File: src/rtl/dp_alu_pkg.sv
package dp_alu_pkg;

    localparam int DATA_W   = 32;
    localparam int IDX_W    = 4;
    localparam int IMM_W    = 8;
    localparam int ROT_W    = 4;
    localparam logic [IDX_W-1:0] PC_IDX = IDX_W'(15);

    typedef logic [DATA_W-1:0] word_t;

    typedef enum logic [3:0] {
        OP_ADD = 4'h4,
        OP_TST = 4'h8,
        OP_CMP = 4'hA,
        OP_MOV = 4'hD
    } dp_op_e;

    typedef struct packed {
        logic n;
        logic z;
        logic c;
        logic v;
    } flags_t;

    function automatic word_t expand_imm(input logic [IMM_W+ROT_W-1:0] field);
        word_t               base;
        logic [2*DATA_W-1:0] dbl;
        int unsigned         amt;
        base = word_t'(field[IMM_W-1:0]);
        amt  = 2 * int'(field[IMM_W+ROT_W-1:IMM_W]);
        dbl  = {base, base} >> amt;
        return dbl[DATA_W-1:0];
    endfunction

    function automatic logic is_known_op(input logic [3:0] op);
        return (op == OP_ADD) || (op == OP_TST) || (op == OP_CMP) || (op == OP_MOV);
    endfunction

endpackage

File: src/rtl/dp_operand.sv
module dp_operand
    import dp_alu_pkg::*;
(
    input  logic  imm_sel,
    input  word_t instr_word,
    input  word_t shift_val,
    output word_t op_b
);
    localparam int FIELD_W = IMM_W + ROT_W;

    word_t imm_val;

    always_comb begin
        imm_val = expand_imm(instr_word[FIELD_W-1:0]);
        op_b    = imm_sel ? imm_val : shift_val;
    end
endmodule

File: src/rtl/dp_exec.sv
module dp_exec
    import dp_alu_pkg::*;
(
    input  logic             op_valid,
    input  logic [3:0]       opcode,
    input  logic             imm_sel,
    input  logic             set_flags,
    input  logic [IDX_W-1:0] dst_idx,
    input  word_t            op_a,
    input  word_t            op_b,
    input  logic             shift_carry,
    input  flags_t           flags_cur,
    output word_t            wr_data,
    output logic             wr_en,
    output flags_t           flags_nxt,
    output logic             flags_upd,
    output logic             illegal,
    output logic             unsupported
);
    logic [DATA_W:0] sum_ext;
    logic [DATA_W:0] dif_ext;
    word_t           and_val;
    logic            blocked;
    logic            may_set;

    always_comb begin
        sum_ext = {1'b0, op_a} + {1'b0, op_b};
        dif_ext = {1'b0, op_a} - {1'b0, op_b};
        and_val = op_a & op_b;

        illegal     = op_valid && !imm_sel && set_flags && (dst_idx == PC_IDX);
        unsupported = op_valid && !is_known_op(opcode);
        blocked     = !op_valid || illegal || unsupported;
        may_set     = set_flags && (dst_idx != PC_IDX);

        wr_data   = '0;
        wr_en     = 1'b0;
        flags_nxt = flags_cur;
        flags_upd = 1'b0;

        if (!blocked) begin
            unique case (opcode)
                OP_ADD: begin
                    wr_data = sum_ext[DATA_W-1:0];
                    wr_en   = 1'b1;
                    if (may_set) begin
                        flags_upd   = 1'b1;
                        flags_nxt.n = sum_ext[DATA_W-1];
                        flags_nxt.z = (sum_ext[DATA_W-1:0] == '0);
                        flags_nxt.c = sum_ext[DATA_W];
                        flags_nxt.v = (op_a[DATA_W-1] == op_b[DATA_W-1]) &&
                                      (sum_ext[DATA_W-1] != op_a[DATA_W-1]);
                    end
                end
                OP_CMP: begin
                    flags_upd   = 1'b1;
                    flags_nxt.n = dif_ext[DATA_W-1];
                    flags_nxt.z = (dif_ext[DATA_W-1:0] == '0);
                    flags_nxt.c = !dif_ext[DATA_W];
                    flags_nxt.v = (op_a[DATA_W-1] != op_b[DATA_W-1]) &&
                                  (dif_ext[DATA_W-1] != op_a[DATA_W-1]);
                end
                OP_TST: begin
                    flags_upd   = 1'b1;
                    flags_nxt.n = and_val[DATA_W-1];
                    flags_nxt.z = (and_val == '0);
                    flags_nxt.c = shift_carry;
                end
                OP_MOV: begin
                    wr_data = op_b;
                    wr_en   = 1'b1;
                    if (may_set) begin
                        flags_upd   = 1'b1;
                        flags_nxt.n = op_b[DATA_W-1];
                        flags_nxt.z = (op_b == '0);
                        flags_nxt.c = shift_carry;
                    end
                end
                default: ;
            endcase
        end
    end
endmodule

File: src/rtl/dp_flag_reg.sv
module dp_flag_reg
    import dp_alu_pkg::*;
(
    input  logic   clk,
    input  logic   rst,
    input  logic   upd,
    input  flags_t nxt,
    output flags_t q
);
    always_ff @(posedge clk) begin
        if (rst)
            q <= '0;
        else if (upd)
            q <= nxt;
    end
endmodule

File: src/rtl/dp_alu.sv
module dp_alu
    import dp_alu_pkg::*;
(
    input  logic        clk,
    input  logic        rst,
    input  logic        op_valid,
    input  logic [3:0]  opcode,
    input  logic        imm_sel,
    input  logic        set_flags,
    input  logic [3:0]  dst_idx,
    input  logic [31:0] src_a,
    input  logic [31:0] instr_word,
    input  logic [31:0] shift_val,
    input  logic        shift_carry,
    output logic [31:0] wr_data,
    output logic        wr_en,
    output logic        flag_n,
    output logic        flag_z,
    output logic        flag_c,
    output logic        flag_v,
    output logic        illegal,
    output logic        unsupported
);
    word_t  op_b;
    flags_t flags_q;
    flags_t flags_nxt;
    logic   flags_upd;

    dp_operand u_operand (
        .imm_sel    (imm_sel),
        .instr_word (instr_word),
        .shift_val  (shift_val),
        .op_b       (op_b)
    );

    dp_exec u_exec (
        .op_valid    (op_valid),
        .opcode      (opcode),
        .imm_sel     (imm_sel),
        .set_flags   (set_flags),
        .dst_idx     (dst_idx),
        .op_a        (src_a),
        .op_b        (op_b),
        .shift_carry (shift_carry),
        .flags_cur   (flags_q),
        .wr_data     (wr_data),
        .wr_en       (wr_en),
        .flags_nxt   (flags_nxt),
        .flags_upd   (flags_upd),
        .illegal     (illegal),
        .unsupported (unsupported)
    );

    dp_flag_reg u_flags (
        .clk (clk),
        .rst (rst),
        .upd (flags_upd),
        .nxt (flags_nxt),
        .q   (flags_q)
    );

    assign flag_n = flags_q.n;
    assign flag_z = flags_q.z;
    assign flag_c = flags_q.c;
    assign flag_v = flags_q.v;


    cmp_tst_no_write_chk: assert property (@(posedge clk) disable iff (rst)
        (op_valid && (opcode == OP_CMP || opcode == OP_TST)) |-> !wr_en);


    illegal_no_write_chk: assert property (@(posedge clk) disable iff (rst)
        illegal |-> !wr_en);


    unsup_flags_hold_chk: assert property (@(posedge clk) disable iff (rst)
        (unsupported && !wr_en) |=> $stable({flag_n, flag_z, flag_c, flag_v}));


    mov_v_keep_chk: assert property (@(posedge clk) disable iff (rst)
        (op_valid && opcode == OP_MOV) |=> $stable(flag_v));


    idle_quiet_chk: assert property (@(posedge clk) disable iff (rst)
        !op_valid |-> (!wr_en && !illegal && !unsupported));


    idle_flags_hold_chk: assert property (@(posedge clk) disable iff (rst)
        !op_valid |=> $stable({flag_n, flag_z, flag_c, flag_v}));
endmodule

File: config.mk
export PLATFORM = sky130hd
export DESIGN_NAME = dp_alu
export DESIGN_NICKNAME = d
export VERILOG_FILES = /design/src/rtl/dp_alu_pkg.sv /design/src/rtl/dp_operand.sv /design/src/rtl/dp_exec.sv /design/src/rtl/dp_flag_reg.sv /design/src/rtl/dp_alu.sv
export SDC_FILE = /design/constraint.sdc
export NUM_CORES = 1
export LEC_CHECK = 0
export BUFFER_PORTS_ARGS = -buffer_cell sky130_fd_sc_hd__clkbuf_2
export CAP_MARGIN = 20
export CORE_UTILIZATION = 52
export CTS_BUF_LIST = sky130_fd_sc_hd__clkbuf_4
export DETAILED_ROUTE_END_ITERATION = 8
export MAX_ROUTING_LAYER = met4
export PLACE_DENSITY = 0.82
export SLEW_MARGIN = 20
export SYNTH_ARGS = -nofsm -noshare
export SYNTH_HDL_FRONTEND = slang
export SYNTH_SLANG_ARGS = --single-unit
File: constraint.sdc
create_clock -name clk -period 4 [get_ports clk]
set_input_delay 0.2 -clock clk [delete_from_list [all_inputs] [get_ports clk]]
set_output_delay 0.2 -clock clk [all_outputs]
set_load 0.005 [all_outputs]
After elaboration in Yosys (flattened, before gate mapping)

Cells that the tools add are included.

$add $sub $neg: 2
Equality and inequality tests: 12
Shift operators: 1
Mux-type cells: 12
Bitwise gates (word level): 2
Reduce and logical (&&, ||, !) cells: 26

Operators with widths:

| cell                                                                    | count |
|---|---|
| 32-bit zero test                                                        | 4 |
| 32-bit two-way mux                                                      | 2 |
| 32-bit one-hot mux with 2 select lines                                  | 1 |
| 40-bit by 5-bit >> shifter with 32-bit output                           | 1 |
| 32-bit by 32-bit adder with 33-bit output                               | 1 |
| 32-bit by 32-bit subtractor with 33-bit output                          | 1 |
| 32-bit AND                                                              | 1 |
| 4-bit equality test, second input constant                              | 4 |
| 3-bit one-hot mux with 4 select lines                                   | 1 |
| 1-bit logical AND                                                       | 7 |
| 1-bit logical OR                                                        | 5 |
| 5-bit AND reduction                                                     | 1 |
| 4-bit by 3-bit equality test with 1-bit output, second input constant   | 1 |
| 1-bit zero test                                                         | 4 |
| 1-bit two-way mux                                                       | 4 |
| 4-bit two-way mux                                                       | 1 |
| 2-bit by 1-bit inequality test with 1-bit output, second input constant | 2 |
| 4-bit inequality test, second input constant                            | 1 |
| 1-bit one-hot mux with 2 select lines                                   | 2 |
| 4-bit AND reduction                                                     | 1 |
| 4-bit nonzero test                                                      | 1 |
| 2-bit OR reduction                                                      | 2 |
| 3-bit two-way mux                                                       | 1 |
| 1-bit inequality test                                                   | 3 |
| other kinds (3)                                                         | 3 |

Flip-flop bits (word level): 4
Input port bits: 110
Output and inout bits: 39
Logic and storage cells: 59

Logic depth before layout (Yosys ltp)

Gate-level depths: netlist of the first run.

Depth after elaboration: 9
Depth in mapped cells: 19
Mapped depth without buffers: 18

Modules after synthesis

A second synthesis of the first run with hierarchy kept.

Cells, all modules: 838
Area, all modules: 5,495.3 sq um

Modules (own cells, without submodules):

| module      | instances | cells an instance | area each (sq um) | sequential area each (sq um) |
|---|---|---|---|---|
| dp_exec     | 1         | 703               | 4,464.3           | 0.0 |
| dp_operand  | 1         | 122               | 890.9             | 0.0 |
| dp_flag_reg | 1         | 13                | 140.1             | 80.1 |

Worst setup path before layout of the first run

OpenSTA, ideal clock, no wires.

Path kind: input-to-reg
From: in imm_sel
To: reg u_flags.q[2] (netlist bit)
Setup time: 0.116 ns
Arrival time: 3.640 ns
Data required time: 3.884 ns
Slack: 0.243 ns
Stages on the path: 18
Path buffers: 2
Cells stage by stage: clkbuf_1 buf_1 nand2_1 a2bb2oi_1 inv_1 ha_1 inv_1 fa_1 nand2b_1 a211oi_4 o2111ai_2 o21ai_4 a21oi_2 o21a_1 nor3_1 nor4_2 a41o_1 a41o_1

Cells in the longest elaborated chain, start to end: 8
Elaborated cells between the ends (all ways): 20
Those cells by class: add/sub: 2; mux: 5; bitwise: 2; reduce/logical: 11

RTL lines:

| element                                                                           | line              | source |
|---|---|---|
| start: declaration                                                                | dp_alu.sv:8       | `input logic imm_sel,` |
| branches (longest 8 deep; another with 32-bit by 32-bit adder with 33-bit output) | n/a               |  |
| end signal: assignment                                                            | dp_flag_reg.sv:14 | `q <= nxt;` |
| end: declaration                                                                  | dp_flag_reg.sv:8  | `output flags_t q` |

Parallel ways; which one is timed is not known. The select of a mux whose other input is x is not followed.
A chain may end at the register's enable or synchronous reset.

Worst setup path after layout of the first run

From: in instr_word[11]
To: out wr_data[21]

Cells in the longest elaborated chain, start to end: 5

RTL lines:

| element                                         | line             | source |
|---|---|---|
| start: declaration                              | dp_alu.sv:12     | `input logic [31:0] instr_word,` |
| 40-bit by 5-bit >> shifter with 32-bit output * | dp_alu_pkg.sv:31 | `dbl = {base, base} >> amt;` |
| 32-bit two-way mux *                            | dp_operand.sv:15 | `op_b = imm_sel ? imm_val : shift_val;` |
| 32-bit by 32-bit adder with 33-bit output       | dp_exec.sv:27    | `sum_ext = {1'b0, op_a} + {1'b0, op_b};` |
| 32-bit one-hot mux with 2 select lines *        | dp_exec.sv:42    | `unique case (opcode)` |
| 32-bit two-way mux *                            | dp_exec.sv:41    | `if (!blocked) begin` |
| end: declaration                                | dp_alu.sv:15     | `output logic [31:0] wr_data,` |

Every way passes the cells marked *; elsewhere a longest branch is shown, timed or not.

==> impl_metrics.csv, run 1 <==
group,metric,value,unit
placement,place_hpwl,24.21,mm
die,row_count,39,
setup_path,endpoint_kind,"output port",
yosys,synth_enable_flop_cells,0,
setup_path,crit_required,3.80,ns
worst_hold_path,worstHoldStart,"rst",
timing,fin_crit,4.091,ns
timing,whs,0.1965,ns
setup_path,rrSetupSlack,1.40,ns
worst_hold_path,min_path_type,"in2reg",
setup_path,r2r_cells,8,
pwr,switching_share,53.05,%
pwr,sequentialPowerShare,2.2,%
cells_and_area,post-route-util,81.15,%
routing,drt_iter0_drc,1713,
cells_and_area,areaGrowthSynthToFinish,51.82,%
setup_path,crit_top_cell,"buf_4",
yosys,ys_seq_elements,4,
setup_path,worstSetupPathType,"in2out",
setup_path,slowest_stage,"ha_1",
die,die_area,12170,um^2
timing,timing.final.crit_share,102.3,%
yosys,synth_fp_nets,1084,
yosys,yosys_warnings,0,
pwr,powerDensity,211.5,nW/um^2
timing,hold_viol,0,
setup_path,cp.depth,20,
cts,clkSlewWorstSetupHoldPaths,0.06,ns
pwr,p_clk_share,3.2,%
placement,place_area,8737,um^2
cts,cts_root_buf,"clkbuf_4",
cells_and_area,reg_top3,"u_flags.q: 4 flops",
die,die_w,110.3,um
global_route,gr-total-overflow,0,
yosys,synth.largest_area_cell,"ha_1",
worst_hold_path,hold_path_end,"u_flags.q[3]",
routing,wire_per_inst,22.01,um
placement,portBuffers,128,
timing,tightest_slew,0.6908,ns
pwr,p_sw,0.001040,W
cells_and_area,stdcell_area,9266,um^2
setup_path,arrival,3.89,ns
timing,relSlewSlack,53.36,%
setup_path,cp-start-kind,"input pin",
pwr,pwr-share-comb,94.6,%
setup_path,crit_family,"buffers and inverters",
setup_path,r2r_start,"u_flags.q[2]",
yosys,yosysSeqAreaShare,1.312,%
yosys,synth.top_cell.area_share,13.12,%
cts,cts.sinks,4,
yosys,syn_area,6103,um^2
yosys,synth_top_cells_by_count,"114 x nor2_1, 76 x a21oi_1, 66 x inv_1, 64 x ha_1, 48 x nand2_1",
yosys,synthDistinctLibCells,95,
global_route,antenna_found_initial,0,
timing,rsz0062_at_grt,"true",
global_route,grt_max_degree,34,
cts,hold_buffers,0,
timing,finalSetupViolations,3,
routing,drt-total-wl,31.07,mm
die,coreArea,11420,um^2
cells_and_area,layout.nets,1446,
cells_and_area,top_register,"u_flags.q",
pwr,cellLeakagePower,4.318,nW
cells_and_area,largest_reg_flops,4,
setup_path,rr_endpoint,"u_flags.q[2]",
pwr,ir_drop,0.1391,mV
pwr,internal_power,0.0009202,W
routing,via_per_inst,6.686,
yosys,synth.most_common_cell,"nor2_1",
timing,worst_slack,-0.09104,ns
die,io_pins,149,
cts,numCtsBuffers,3,
global_route,first_global_vias,8345,
routing,antenna_left,0,
yosys,syn_inst,908,
cts,insertion_delay,0.25,ns
run,drv_cap,0,
cells_and_area,drive_above_1_share,42.03,%
routing,drc,0,
yosys,ys.flop_type,"dfxtp_1",
worst_hold_path,min_path_cells,2,
die,die_h,110.3,um
routing,dr.pass1.iters,9,
cts,cts_buffer_depth,2,
yosys,async_reset_ff_share,0,%
setup_path,path_max_fanout,8,
timing,finalMaxSlewViolations,0,
placement,place_congestion,1.082,
yosys,synth.avg_cell_area,6.722,um^2
die,start_util,53.45,%
routing,vias,9440,
setup_path,cp_cell_sequence,"clkbuf_2, buf_4, nand2_1, buf_4, o2bb2ai_1, buf_4, ha_1, buf_4, nand4_1, nand2b_1, a41oi_1, buf_4, buf_4, a31oi_1, o21bai_1, xnor2_1, nor2_1, a21oi_1, nor2_1, clkbuf_2",
timing,fmax,0.2444,GHz
global_route,grt_pass1_wl,43.04,mm
run_status,violations,"setup timing",
cts,cts_tree,"done",
yosys,synth_area_leaders,"ha_1 13%, nor2_1 7.0%, a21oi_1 6.2%",
setup_path,crit_buf_inv,8,
run_status,status,"finished with violations",
global_route,track_usage,48.04,%
setup_path,slowest_delay,0.46,ns
cts,ctsHtreeMaxLevel,1,
timing,fin_skew,0,ns
-- cells by family (layout without fill, tap and decap cells) --
| family | count (synthesis) | in the layout | synth area share (%) |
|---|---|---|---|
| other | 0 | 1 | 0 |
| XOR/XNOR | 34 | 34 | 4.879 |
| adder cells (fa/ha/maj) | 66 | 66 | 13.78 |
| multiplexers | 21 | 21 | 3.813 |
| AO/OA/AOI/OAI | 322 | 322 | 39.11 |
| AND/OR/NAND/NOR | 335 | 335 | 28.45 |
| buffers and inverters | 126 | 486 | 8.651 |
| flip-flops | 4 | 4 | 1.312 |
-- layout make-up --
cell class                      instances  area (um^2)
Multi-Input combinational cell        778         5904
Timing Repair Buffer                  409         2800
Fill cell                             807         2152
Inverter                               74        277.8
Tap cell                              143        178.9
Sequential cell                         4        80.08
Clock buffer                            3        22.52
Antenna cell                            1        2.502
-- worst max path at each step --
stage | from | endpoint | slack (ns)
after global placement | instr_word[9] | u_flags.q[2] | -0.22
after CTS | instr_word[8] | wr_data[25] | 0.0002
final | instr_word[11] | wr_data[21] | -0.09
after global routing | instr_word[11] | wr_data[24] | -0.1
after detailed placement | instr_word[9] | u_flags.q[2] | -0.24
after floorplan | imm_sel | u_flags.q[2] | 0.24
-- placed cells by master (no fill, tap or decap), types with 8 or more instances in the layout --
master,n
clkbuf_2,125
inv_1,65
nor2_1,110
inv_2,9
o31ai_1,9
mux2_2,8
nand4_1,17
a21o_1,9
o2bb2ai_1,9
nand2_1,48
xnor2_1,27
nand3_1,24
o21bai_1,11
a21oi_2,15
a21oi_1,63
buf_4,277
nor2b_1,14
a211oi_1,10
a22oi_1,24
nor4_1,17
ha_1,61
a31oi_1,15
nor3_1,20
nand2b_1,16
o21ai_0,22
o21a_1,9
o211ai_1,13
-- per-stage QoR --
step / setup slack, ns / std cells / power, W / TNS, ns
floorplan: 0.2434 / 908 / 0.0009253 / 0
global placement: -0.2190 / 1397 / 0.001665 / -0.4996
detailed placement: -0.2446 / 1397 / 0.001683 / -0.9498
CTS: 0.0001932 / 1402 / 0.001771 / 0
global route: -0.09956 / 1411 / 0.002046 / -0.6196
finish: -0.09104 / 1412 / 0.001960 / -0.1629
-- per-layer routing --
layer  vias to the layer above  global-route usage, %  share of wire, %
li1                       4127                      -                 -
met1                      4238                  55.84                36
met2                       808                  74.09                43
met3                       267                  10.76                12
met4                         0                  31.67               9.5
met5                         -                      -                 0
-- repair_timing --
item,in CTS,in global routing
endpoints found under the hold margin,0,0
setup endpoints to repair,6,22
resized for setup,14,70
buffers inserted,2,9
pin swaps,5,25
-- power groups by stage --
| stage | combinational [W] | sequential, W | clock, W |
|---|---|---|---|
| 5_1_grt | 0.00194 | 0.0000433 | 0.0000608 |
| 3_3_place_gp | 0.00162 | 0.0000438 | 0 |
| 4_1_cts | 0.00167 | 0.0000431 | 0.0000588 |
| 6_report | 0.00185 | 0.0000434 | 0.0000625 |
| 3_5_place_dp | 0.00164 | 0.0000439 | 0 |
| 2_1_floorplan | 0.000882 | 0.0000433 | 0 |
Power figures use the tool's default switching activity.
==> run 2: changes to the inputs <==
--- a/config.mk
+++ b/config.mk
@@ -5,9 +5,10 @@
 export SDC_FILE = /design/constraint.sdc
 export NUM_CORES = 1
 export LEC_CHECK = 0
+export ABC_AREA = 1
 export BUFFER_PORTS_ARGS = -buffer_cell sky130_fd_sc_hd__clkbuf_2
 export CAP_MARGIN = 20
-export CORE_UTILIZATION = 52
+export CORE_UTILIZATION = 53
 export CTS_BUF_LIST = sky130_fd_sc_hd__clkbuf_4
 export DETAILED_ROUTE_END_ITERATION = 8
 export MAX_ROUTING_LAYER = met4
==> impl_metrics.csv, run 2 <==
group,metric,value,unit
cells_and_area,register_area,80.08,um^2
cells_and_area,largest_reg_flops,4,
yosys,yosys_warnings,0,
setup_path,slowest_delay,0.46,ns
yosys,syn_area,6790,um^2
die,die_w,115.2,um
setup_path,worstSetupPathType,"in2out",
yosys,synth.most_common_cell,"nand2_1",
timing,tns,0,ns
routing,drt_iter0_drc,1057,
setup_path,rrSetupSlack,3.29,ns
yosys,syn_inst,1374,
timing,finalSetupViolations,0,
yosys,synth_top_cells_by_count,"468 x nand2_1, 224 x inv_1, 163 x nor2_1, 106 x nand3_1, 91 x a21oi_1",
placement,place_hpwl,24.57,mm
pwr,powerDensity,185.7,nW/um^2
yosys,async_reset_ff_share,0,%
cells_and_area,top_register,"u_flags.q",
cts,cts.sinks,4,
yosys,synth.largest_area_cell,"nand2_1",
yosys,synth.top_cell.area_share,25.87,%
global_route,gr-total-overflow,0,
run,drv_cap,0,
setup_path,cp-start-kind,"input pin",
routing,antenna_left,0,
routing,dr.pass1.iters,5,
cts,post_cts_buffers,0,
setup_path,arrival,3.50,ns
timing,tightest_slew,1.008,ns
die,die_area,13270,um^2
timing,fin_skew,0,ns
routing,via_per_inst,5.596,
yosys,synth_area_leaders,"nand2_1 26%, inv_1 12%, ha_1 12%",
pwr,cellLeakagePower,4.514,nW
routing,vias,9395,
cells_and_area,drive_above_1_share,16.15,%
global_route,track_usage,43.73,%
timing,hold_viol,0,
setup_path,endpoint_kind,"output port",
timing,rsz0062_at_grt,"false",
pwr,ir_drop,0.1767,mV
placement,portBuffers,128,
cts,hold_buffers,0,
cts,cts_root_buf,"clkbuf_4",
worst_hold_path,min_path_type,"in2reg",
timing,whs,0.2936,ns
yosys,ys.flop_type,"dfxtp_1",
global_route,antenna_found_initial,0,
setup_path,crit_required,3.80,ns
yosys,synth_enable_flop_cells,0,
global_route,grt_pass1_wl,42.81,mm
setup_path,rr_endpoint,"u_flags.q[3]",
timing,fin_crit,3.698,ns
yosys,ys_seq_elements,4,
cells_and_area,reg_top3,"u_flags.q: 4 flops",
yosys,synth_fp_nets,1550,
cts,numCtsBuffers,3,
setup_path,slowest_stage,"fa_1",
cells_and_area,multi_input_area,5615,um^2
worst_hold_path,worstHoldStart,"rst",
routing,drt-total-wl,28.17,mm
yosys,yosysSeqAreaShare,1.179,%
cts,ctsHtreeMaxLevel,1,
setup_path,crit_top_cell,"nand2_1",
cts,cts_tree,"done",
run_status,status,"finished, final reports clean",
die,io_pins,149,
cts,insertion_delay,0.23,ns
setup_path,r2r_start,"u_flags.q[3]",
cells_and_area,final_cell_mix,"468 x nand2_1, 224 x inv_1, 163 x nor2_1",
routing,wire_per_inst,16.78,um
timing,timing.final.crit_share,92.45,%
setup_path,r2r_cells,2,
yosys,synthDistinctLibCells,49,
timing,fmax,0.2704,GHz
timing,finalMaxSlewViolations,0,
die,die_h,115.2,um
yosys,synth.avg_cell_area,4.942,um^2
cells_and_area,layout.nets,1689,
routing,drc,0,
global_route,first_global_vias,8411,
global_route,grt_max_degree,35,
worst_hold_path,min_path_cells,4,
cells_and_area,nFillCells,1304,
cts,cts_buffer_depth,2,
die,row_count,40,
worst_hold_path,hold_path_end,"u_flags.q[1]",
timing,relSlewSlack,32.72,%
die,start_util,55.38,%
die,coreArea,12260,um^2
cells_and_area,areaGrowthSynthToFinish,14.45,%
cells_and_area,diodes,0,
cells_and_area,layout_commonest_cell,"nand2_1",
cts,cts_resized,0,
placement,place_congestion,1.058,
cts,clkSlewWorstSetupHoldPaths,0.04,ns
setup_path,path_max_fanout,16,
-- run 2: cell count changes in the layout (fill, tap and decap cells not counted), moves of 12 or more --
cell	change
nand2b_1	-16
nor2_1	+53
nor4_1	-12
a31oi_1	-15
nand2_2	+15
buf_4	-238
a22oi_1	-22
nand2_1	+420
nor2b_1	-14
a21oi_1	+28
xnor2_1	-27
inv_1	+159
nand3_1	+82
xor2_1	+13
-- run 2: cell type report --
cell class | count | area share [%]
inverters | 241 | 11.67
flip-flops and latches | 4 | 1.030
multi-input cells | 1096 | 72.26
clock buffers | 3 | 0.2898
well taps | 168 | 2.705
repair buffers | 167 | 12.04
-- run 2: per-stage QoR --
step	total power [W]	instances	setup WS [ns]	util (%)	cell area (um^2)
3_5_place_dp	0.001335	1676	0.2542	63.17	7746
5_1_grt	0.001568	1679	0.03254	63.38	7771
4_1_cts	0.001394	1679	0.2961	63.36	7769
3_3_place_gp	0.001329	1676	0.2991	63.17	7746
6_report	0.001443	1679	0.3020	63.38	7771
2_1_floorplan	0.0009231	1374	1.194	-	6790
-- run 2: worst max path at each step --
stage                        from           end  cells past startpoint
floorplan           instr_word[8]   wr_data[20]                     23
global placement    instr_word[8]  u_flags.q[2]                     22
detailed placement  instr_word[8]  u_flags.q[2]                     22
CTS                 instr_word[8]   wr_data[20]                     25
global route        instr_word[8]   wr_data[20]                     25
finish              instr_word[8]   wr_data[20]                     25
-- run 2: cell families after synthesis --
family                     after synthesis  synth area share [%]
AOI/OAI and AO/OA                      188                 16.82
xor gates and xnor gates                17                 2.193
adders and majority gates               66                 12.38
buffers and inverters                  274                 16.12
DFF                                      4                 1.179
and+or+nand+nor                        825                 51.30
-- run 2: worst max-delay path, delay by kind of cell --
kind / cells / cell delay (ns)
XOR/XNOR: 1 / 0.27
buffers and inverters: 6 / 0.79
AO/OA/AOI/OAI: 3 / 0.35
adder cells (fa/ha/maj): 2 / 0.68
AND/OR/NAND/NOR: 13 / 1.21
-- run 2: power breakdown --
| part | switching (W) | total (W) | internal, W |
|---|---|---|---|
| Sequential | 0.000000957 | 0.0000431 | 0.0000421 |
| Clock | 0.0000169 | 0.0000505 | 0.0000336 |
| Combinational | 0.000919 | 0.00135 | 0.000430 |
| Total | 0.000937 | 0.00144 | 0.000506 |
-- run 2: layer usage --
layer / share of wire [%] / wire length [um] / vias to the layer above / GRT usage [%]
met5: 0 / 0 / - / -
met4: 3.0 / 839 / 0 / 11.95
met3: 11 / 3199 / 53 / 4.955
met2: 43 / 12040 / 566 / 69.04
met1: 43 / 12090 / 4174 / 58.68
li1: - / - / 4602 / -
